[src/rtl/mxbus_pkg.sv]
package mxbus_pkg;

    localparam int BUS_W  = 16;
    localparam int BYTE_W = 8;

    typedef enum logic [2:0] {
        ST_IDLE,
        ST_ADDR,
        ST_DSTB,
        ST_WAIT,
        ST_RECOV,
        ST_REL
    } mst_state_e;

    typedef struct packed {
        logic             wr;
        logic             bsz;
        logic [BUS_W-1:0] addr;
        logic [BUS_W-1:0] wdata;
    } xfer_t;

    // Place write data into the lane chosen by address bit 0.
    function automatic logic [BUS_W-1:0] lane_place(
        input logic [BUS_W-1:0] w, input logic bsz, input logic a0);
        if (!bsz) return w;
        if (a0)   return {w[BYTE_W-1:0], {BYTE_W{1'b0}}};
        return {{BYTE_W{1'b0}}, w[BYTE_W-1:0]};
    endfunction

    // Pull the addressed lane down to the low byte.
    function automatic logic [BUS_W-1:0] lane_pick(
        input logic [BUS_W-1:0] raw, input logic bsz, input logic a0);
        if (!bsz) return raw;
        if (a0)   return {{BYTE_W{1'b0}}, raw[BUS_W-1:BYTE_W]};
        return {{BYTE_W{1'b0}}, raw[BYTE_W-1:0]};
    endfunction

    function automatic logic [BUS_W-1:0] addr_step(input logic bsz);
        return bsz ? BUS_W'(1) : BUS_W'(2);
    endfunction

endpackage

[src/rtl/mxbus_sync.sv]
module mxbus_sync #(
    parameter int STAGES = 2
) (
    input  logic clk,
    input  logic rst,
    input  logic d,
    output logic q
);
    logic [STAGES-1:0] sh;

    always_ff @(posedge clk) begin
        if (rst) sh <= '0;
        else     sh <= {sh[STAGES-2:0], d};
    end

    assign q = sh[STAGES-1];
endmodule

[src/rtl/mxbus_timer.sv]
module mxbus_timer #(
    parameter int LIMIT = 256
) (
    input  logic clk,
    input  logic rst,
    input  logic clr,
    input  logic run,
    output logic expired
);
    localparam int CW = $clog2(LIMIT + 1);

    logic [CW-1:0] cnt;

    always_ff @(posedge clk) begin
        if (rst || clr) cnt <= '0;
        else if (run)   cnt <= cnt + CW'(1);
    end

    assign expired = run && (cnt == CW'(LIMIT - 1));

    // a running phase never counts past its limit
    a_r7_timer_bounded: assert property (@(posedge clk) disable iff (rst)
        run |-> (cnt < CW'(LIMIT)));
endmodule

[src/rtl/mxbus_lanes.sv]
module mxbus_lanes
    import mxbus_pkg::*;
(
    input  logic [BUS_W-1:0] wdata,
    input  logic [BUS_W-1:0] raw,
    input  logic             bsz,
    input  logic             a0,
    output logic [BUS_W-1:0] drive,
    output logic [BUS_W-1:0] pick
);
    always_comb begin
        drive = lane_place(wdata, bsz, a0);
        pick  = lane_pick(raw, bsz, a0);
    end
endmodule

[src/rtl/mxbus_master.sv]
module mxbus_master
    import mxbus_pkg::*;
#(
    parameter int TMO_CYCLES = 256,
    parameter int LEN_W      = 4
) (
    input  logic             clk,
    input  logic             rst,
    input  logic             req_valid,
    output logic             req_ready,
    input  logic             req_write,
    input  logic             req_byte,
    input  logic [BUS_W-1:0] req_addr,
    input  logic [BUS_W-1:0] req_wdata,
    input  logic [LEN_W-1:0] req_len,
    output logic             rd_valid,
    output logic [BUS_W-1:0] rd_data,
    output logic             done,
    output logic             done_err,
    output logic [LEN_W:0]   done_beats,
    output logic [BUS_W-1:0] bus_out,
    output logic             bus_oe,
    input  logic [BUS_W-1:0] bus_in,
    output logic             adr_stb_o,
    output logic             dat_stb_o,
    output logic             dir_wr_o,
    output logic             byte_o,
    input  logic             ack_i
);
    localparam int BW = LEN_W + 1;

    mst_state_e       st;
    xfer_t            cur;
    logic [LEN_W-1:0] left;
    logic [LEN_W-1:0] len_q;
    logic [BW-1:0]    beats;
    logic             err_q;
    logic             rdv_q;
    logic [BUS_W-1:0] rdd_q;
    logic             ack_s;
    logic             tmo;
    logic             t_clr;
    logic             t_run;
    logic [BUS_W-1:0] drive_w;
    logic [BUS_W-1:0] pick_w;
    logic             misal;

    mxbus_sync #(.STAGES(2)) u_sync (
        .clk(clk), .rst(rst), .d(ack_i), .q(ack_s)
    );

    assign t_clr = (st == ST_DSTB) || ((st == ST_WAIT) && ack_s);
    assign t_run = (st == ST_WAIT) || (st == ST_RECOV);

    mxbus_timer #(.LIMIT(TMO_CYCLES)) u_tmr (
        .clk(clk), .rst(rst), .clr(t_clr), .run(t_run), .expired(tmo)
    );

    mxbus_lanes u_lanes (
        .wdata(cur.wdata), .raw(bus_in), .bsz(cur.bsz), .a0(cur.addr[0]),
        .drive(drive_w), .pick(pick_w)
    );

    assign misal = !req_byte && req_addr[0];

    always_ff @(posedge clk) begin
        if (rst) begin
            st    <= ST_IDLE;
            cur   <= '0;
            left  <= '0;
            len_q <= '0;
            beats <= '0;
            err_q <= 1'b0;
            rdv_q <= 1'b0;
            rdd_q <= '0;
        end else begin
            rdv_q <= 1'b0;
            case (st)
                ST_IDLE: if (req_valid) begin
                    cur.wr    <= req_write;
                    cur.bsz   <= req_byte;
                    cur.addr  <= req_addr;
                    cur.wdata <= req_wdata;
                    left      <= req_len;
                    len_q     <= req_len;
                    beats     <= '0;
                    err_q     <= misal;
                    st        <= misal ? ST_REL : ST_ADDR;
                end
                ST_ADDR: st <= ST_DSTB;
                ST_DSTB: st <= ST_WAIT;
                ST_WAIT: begin
                    if (ack_s) begin
                        beats <= beats + BW'(1);
                        if (!cur.wr) begin
                            rdv_q <= 1'b1;
                            rdd_q <= pick_w;
                        end
                        st <= ST_RECOV;
                    end else if (tmo) begin
                        err_q <= 1'b1;
                        st    <= ST_REL;
                    end
                end
                ST_RECOV: begin
                    if (!ack_s) begin
                        if (left != '0) begin
                            left     <= left - LEN_W'(1);
                            cur.addr <= cur.addr + addr_step(cur.bsz);
                            st       <= ST_DSTB;
                        end else begin
                            st <= ST_REL;
                        end
                    end else if (tmo) begin
                        err_q <= 1'b1;
                        st    <= ST_REL;
                    end
                end
                ST_REL:  st <= ST_IDLE;
                default: st <= ST_IDLE;
            endcase
        end
    end

    always_comb begin
        adr_stb_o = 1'b0;
        dat_stb_o = 1'b0;
        bus_oe    = 1'b0;
        bus_out   = '0;
        dir_wr_o  = 1'b0;
        byte_o    = 1'b0;
        case (st)
            ST_ADDR: begin
                adr_stb_o = 1'b1;
                bus_oe    = 1'b1;
                bus_out   = cur.addr;
                dir_wr_o  = cur.wr;
                byte_o    = cur.bsz;
            end
            ST_DSTB, ST_WAIT, ST_RECOV: begin
                adr_stb_o = 1'b1;
                dat_stb_o = (st == ST_WAIT);
                bus_oe    = cur.wr;
                bus_out   = cur.wr ? drive_w : '0;
                dir_wr_o  = cur.wr;
                byte_o    = cur.bsz;
            end
            default: ;
        endcase
    end

    assign req_ready  = (st == ST_IDLE);
    assign done       = (st == ST_REL);
    assign done_err   = err_q;
    assign done_beats = beats;
    assign rd_valid   = rdv_q;
    assign rd_data    = rdd_q;

    // never ready while a cycle holds the address strobe
    a_r1_busy_not_ready: assert property (@(posedge clk) disable iff (rst)
        adr_stb_o |-> !req_ready);

    // address phase carries the accepted address with lines driven
    a_r2_addr_phase: assert property (@(posedge clk) disable iff (rst)
        $rose(adr_stb_o) |-> (bus_oe && !dat_stb_o && bus_out == $past(req_addr)));

    // data strobe nested in address strobe, drive follows direction
    a_r3_ds_in_as: assert property (@(posedge clk) disable iff (rst)
        dat_stb_o |-> (adr_stb_o && bus_oe == dir_wr_o));

    // data strobe drops only on a seen reply or an abort
    a_r4_ds_drop_cause: assert property (@(posedge clk) disable iff (rst)
        $fell(dat_stb_o) |-> ($past(ack_s) || (done && done_err)));

    // completed phases never exceed the requested count
    a_r6_beats_bound: assert property (@(posedge clk) disable iff (rst)
        done |-> (done_beats <= (BW'(len_q) + BW'(1))));

    // misaligned word request ends at once with no bus activity
    a_r8_misaligned: assert property (@(posedge clk) disable iff (rst)
        (req_valid && req_ready && misal) |=> (done && done_err && done_beats == '0 && !adr_stb_o));
endmodule

[config.mk]
export PLATFORM = sky130hd
export DESIGN_NAME = mxbus_master
export DESIGN_NICKNAME = d
export VERILOG_FILES = /design/src/rtl/mxbus_pkg.sv /design/src/rtl/mxbus_sync.sv /design/src/rtl/mxbus_timer.sv /design/src/rtl/mxbus_lanes.sv /design/src/rtl/mxbus_master.sv
export SDC_FILE = /design/constraint.sdc
export NUM_CORES = 1
export LEC_CHECK = 0
export BUFFER_PORTS_ARGS = -buffer_cell sky130_fd_sc_hd__buf_2
export CORE_MARGIN = 4
export CORE_UTILIZATION = 45
export CTS_BUF_LIST = sky130_fd_sc_hd__clkbuf_8 sky130_fd_sc_hd__clkbuf_16
export DETAILED_ROUTE_END_ITERATION = 7
export GPL_ROUTABILITY_DRIVEN = 0
export MAX_ROUTING_LAYER = met4
export PLACE_DENSITY = 0.78
export SLEW_MARGIN = 25
export SYNTH_ARGS = -nofsm -noshare
export SYNTH_HDL_FRONTEND = slang
export SYNTH_HIERARCHICAL = 1
export SYNTH_SLANG_ARGS = --single-unit
[constraint.sdc]
create_clock -name clk -period 1.8 [get_ports clk]
set_input_delay 0.09 -clock clk [delete_from_list [all_inputs] [get_ports clk]]
set_output_delay 0.09 -clock clk [all_outputs]
set_load 0.02 [all_outputs]
==> results_dict.tcl <==
set metrics [dict create \
    hold_violations 0 \
    layout-drive-gt1-share_pct 37.9 \
    path_clk_slew_ns 0.08 \
    grt_remaining_overflow 0 \
    antenna_found_initial 0 \
    htree_levels 3 \
    timing.final.max_slew_violations 0 \
    synth_cells 511 \
    dr.pass1.iters 5 \
    max_stage_delay_ns 0.40 \
    fmax_ghz 0.504 \
    grt_max_degree 38 \
    insertion_delay_ns 0.35 \
    p_leak_uw 0.00238 \
    path_cells "or3b_4, buf_6, a21boi_4, buf_6, a22o_1, buf_6" \
    status "finished, violations left" \
    synthAdderAreaFrac_pct 2.36 \
    final.setup.worst_slack_ns -0.186 \
    synthTopCellsByCount "nand2_1 (90), dfxtp_1 (75), a21oi_1 (57)" \
    reg2reg_to "cur[26]$_SDFFE_PP0P_" \
    async_flop_share_pct 0 \
    cp-end-kind "output pin" \
    ys_ff_latch 75 \
    arrival_ns 1.90 \
    drt-total-wl_um 13000 \
    synthDistinctLibCells 63 \
    synth_seq_area_share_pct 37.3 \
    required_ns 1.71 \
    portBuffers 103 \
    dp_hpwl_um 8660 \
    synth_compound_area_share_pct 23.6 \
    initial_core_util_pct 46.2 \
    numCtsBuffers 9 \
    ioPinCount 104 \
    rrSetupSlack_ns -0.14 \
    rsz0062_at_grt "yes" \
    endpoint "bus_out[14]" \
    via_per_inst 5.72 \
    synth_top_family_by_area "simple AND/OR/NAND/NOR gates" \
    synth_xor_area_share_pct 1.96 \
    synth-warning-count 6 \
    drv_cap 0 \
    die_h_um 103 \
    violations "negative setup slack" \
    vias 4481 \
    cts_max_path_buffers 2 \
    finClkSkew_ns 0.0132 \
    syn_nets 576 \
    relSlewSlack_pct 74.5 \
    yosysMostFrequentCell "nand2_1" \
    drt-initial-drc-count 256 \
    syn_area_um2 4030 \
    syn_area_per_cell_um2 7.88 \
    rows 34 \
    synth_mux_area_share_pct 3.26 \
    crit_start "st[0]$_SDFFE_PP0N_" \
    worst_pin_slew_ns 0.379 \
    grt_pass1_wl_um 20100 \
    cpMostUsedCell "buf_6" \
    ys.flop_type "dfxtp_1" \
    dieArea_um2 10500 \
    synth_top_area_share_pct 37.3 \
    critPathLaunchType "flop" \
    finalNetCount 735 \
    cts_tree "built" \
    final_antenna_net_count 0 \
    r2r_cells 9 \
    post-route-util_pct 66.5 \
    syn_to_final_growth_pct 44.2 \
    setup_violations 34 \
    synth_top_area_cell "dfxtp_1" \
    synthTopCellsByArea "dfxtp_1 (37%), nand2_1 (8.4%), a21oi_1 (7.1%)" \
    synthSimpleGateAreaFrac_pct 25.7 \
    die_w_um 103 \
    crit_type "reg2out" \
    vdd_drop_max_v 0.000508 \
    drc_errors 0 \
    cp_max_fo 8 \
    n_antenna_cell 0 \
    coreArea_um2 8720 \
    fin_crit_sh_pct 110 \
    timing.rr.start "cur[32]$_SDFFE_PP0P_" \
    cp_slowest_cell "or3b_4" \
    grt_usage_pct 24.8 \
    power_density_nw_per_um2 828 \
    final.setup.tns_ns -3.70 \
    synth_edf_count 0 \
    cts-root-buf "clkbuf_8" \
    final.min_clock_period_ns 1.99 \
    grt_pass1_vias 4265 \
    wire_per_inst_um 16.6 \
    hold_class "in2reg" \
    cts.sinks 75 \
]
[repair_timing]
item / CTS / global route
buffers inserted: 8 / 6
pin swaps: 10 / 24
cloned: 2 / 0
endpoints found under the setup margin: 53 / 54
hold buffers: 22 / 0
gates resized for setup: 53 / 47
endpoints found under the hold margin: 23 / 0
[layer usage]
layer / part of all wire (%) / vias to the layer above / GRT usage, %
met5: 0 / - / -
met4: 1.6 / 0 / 6.26
met3: 8.3 / 27 / 5.62
met2: 49 / 217 / 39.8
met1: 41 / 2118 / 31.9
li1: - / 2119 / -
[report_power, final]
| part | leakage, uW | internal (uW) | switching (uW) |
|---|---|---|---|
| clock network | 0.000115 | 740 | 686 |
| logic | 0.00165 | 705 | 800 |
| registers | 0.000614 | 1780 | 101 |
[critical path, delay by kind of cell (launching register included)]
| kind | cells | cell delay (ns) |
|---|---|---|
| and+or+nand+nor | 1 | 0.40 |
| AOI/OAI and AO/OA | 2 | 0.38 |
| buffers and inverters | 3 | 0.44 |
| DFF | 1 | 0.33 |
[sequential cells by signal, summed over array words and instances, names as in the netlist, 2 cells and up]
register    flops
left            4
u_tmr/cnt       9
u_sync/sh       2
st              3
done_beats      5
rd_data        16
cur            34
[per-stage QoR]
stage | worst slack (ns) | cell area [um2] | hold slack, ns | instances | power [uW]
after global routing | -0.251 | 5800 | 0.0536 | 783 | 5040
after floorplan | -0.0343 | 4070 | 0.162 | 511 | 2650
after detailed placement | -0.302 | 4880 | 0.315 | 729 | 3070
after CTS | -0.150 | 5600 | 0.0458 | 777 | 4690
after global placement | -0.211 | 4880 | 0.301 | 729 | 3030
final | -0.186 | 5800 | 0.0364 | 783 | 4810
[area by class of cell]
class                   count  area (um2)
well taps                 108         135
repair buffers            186        1360
clock buffers              10         149
multi-input cells         384        2520
fillers                   677        2920
flip-flops and latches     75        1520
inverters                  14        55.1
clock inverters             6        71.3
[cells in the final DEF (no fill, tap or decap), drive strengths merged, types with 3 or more instances in the layout]
cell         Yosys  layout
dfxtp           75      75
o31ai            4       5
nor4             4       4
a31oi            5       5
nand2b           3       3
and2            15      15
nand4            8       8
a32o             3       3
a22oi            4       4
a211oi           9       9
xor2             6       6
nand2           91      91
inv             14      17
a22o            22      22
nor3b            5       5
or2              3       3
ha               6       6
dlygate4sd3      0      22
a221oi           5       5
mux2             8       8
mux2i            3       3
buf             19     164
nor3            16      16
clkbuf          20      10
a21o             3       3
nor2            37      37
o21ai           20      20
a21oi           57      57
nand3           10      10
or3              6       6
xnor2            3       3
nor2b            8       8
[cell families after synthesis]
logic type,after synthesis
flops,75
fa+ha+maj,7
mux,11
compound gates,143
simple gates,213
buf+inv,53
xor+xnor,9
[how the worst min path moves through the flow]
| stage | start | end | slack [ns] | cells after the start |
|---|---|---|---|---|
| final | req_addr[3] | cur[19]$_SDFFE_PP0P_ | 0.04 | 3 |
| after global routing | req_addr[14] | cur[30]$_SDFFE_PP0P_ | 0.05 | 3 |
| after CTS | req_addr[5] | cur[21]$_SDFFE_PP0P_ | 0.05 | 3 |
| after detailed placement | ack_i | u_sync/sh[0]$_SDFF_PP0_ | 0.31 | 2 |
| after global placement | ack_i | u_sync/sh[0]$_SDFF_PP0_ | 0.30 | 2 |
| after floorplan | rst | u_sync/sh[0]$_SDFF_PP0_ | 0.16 | 1 |
Power figures use the tool's default switching activity.
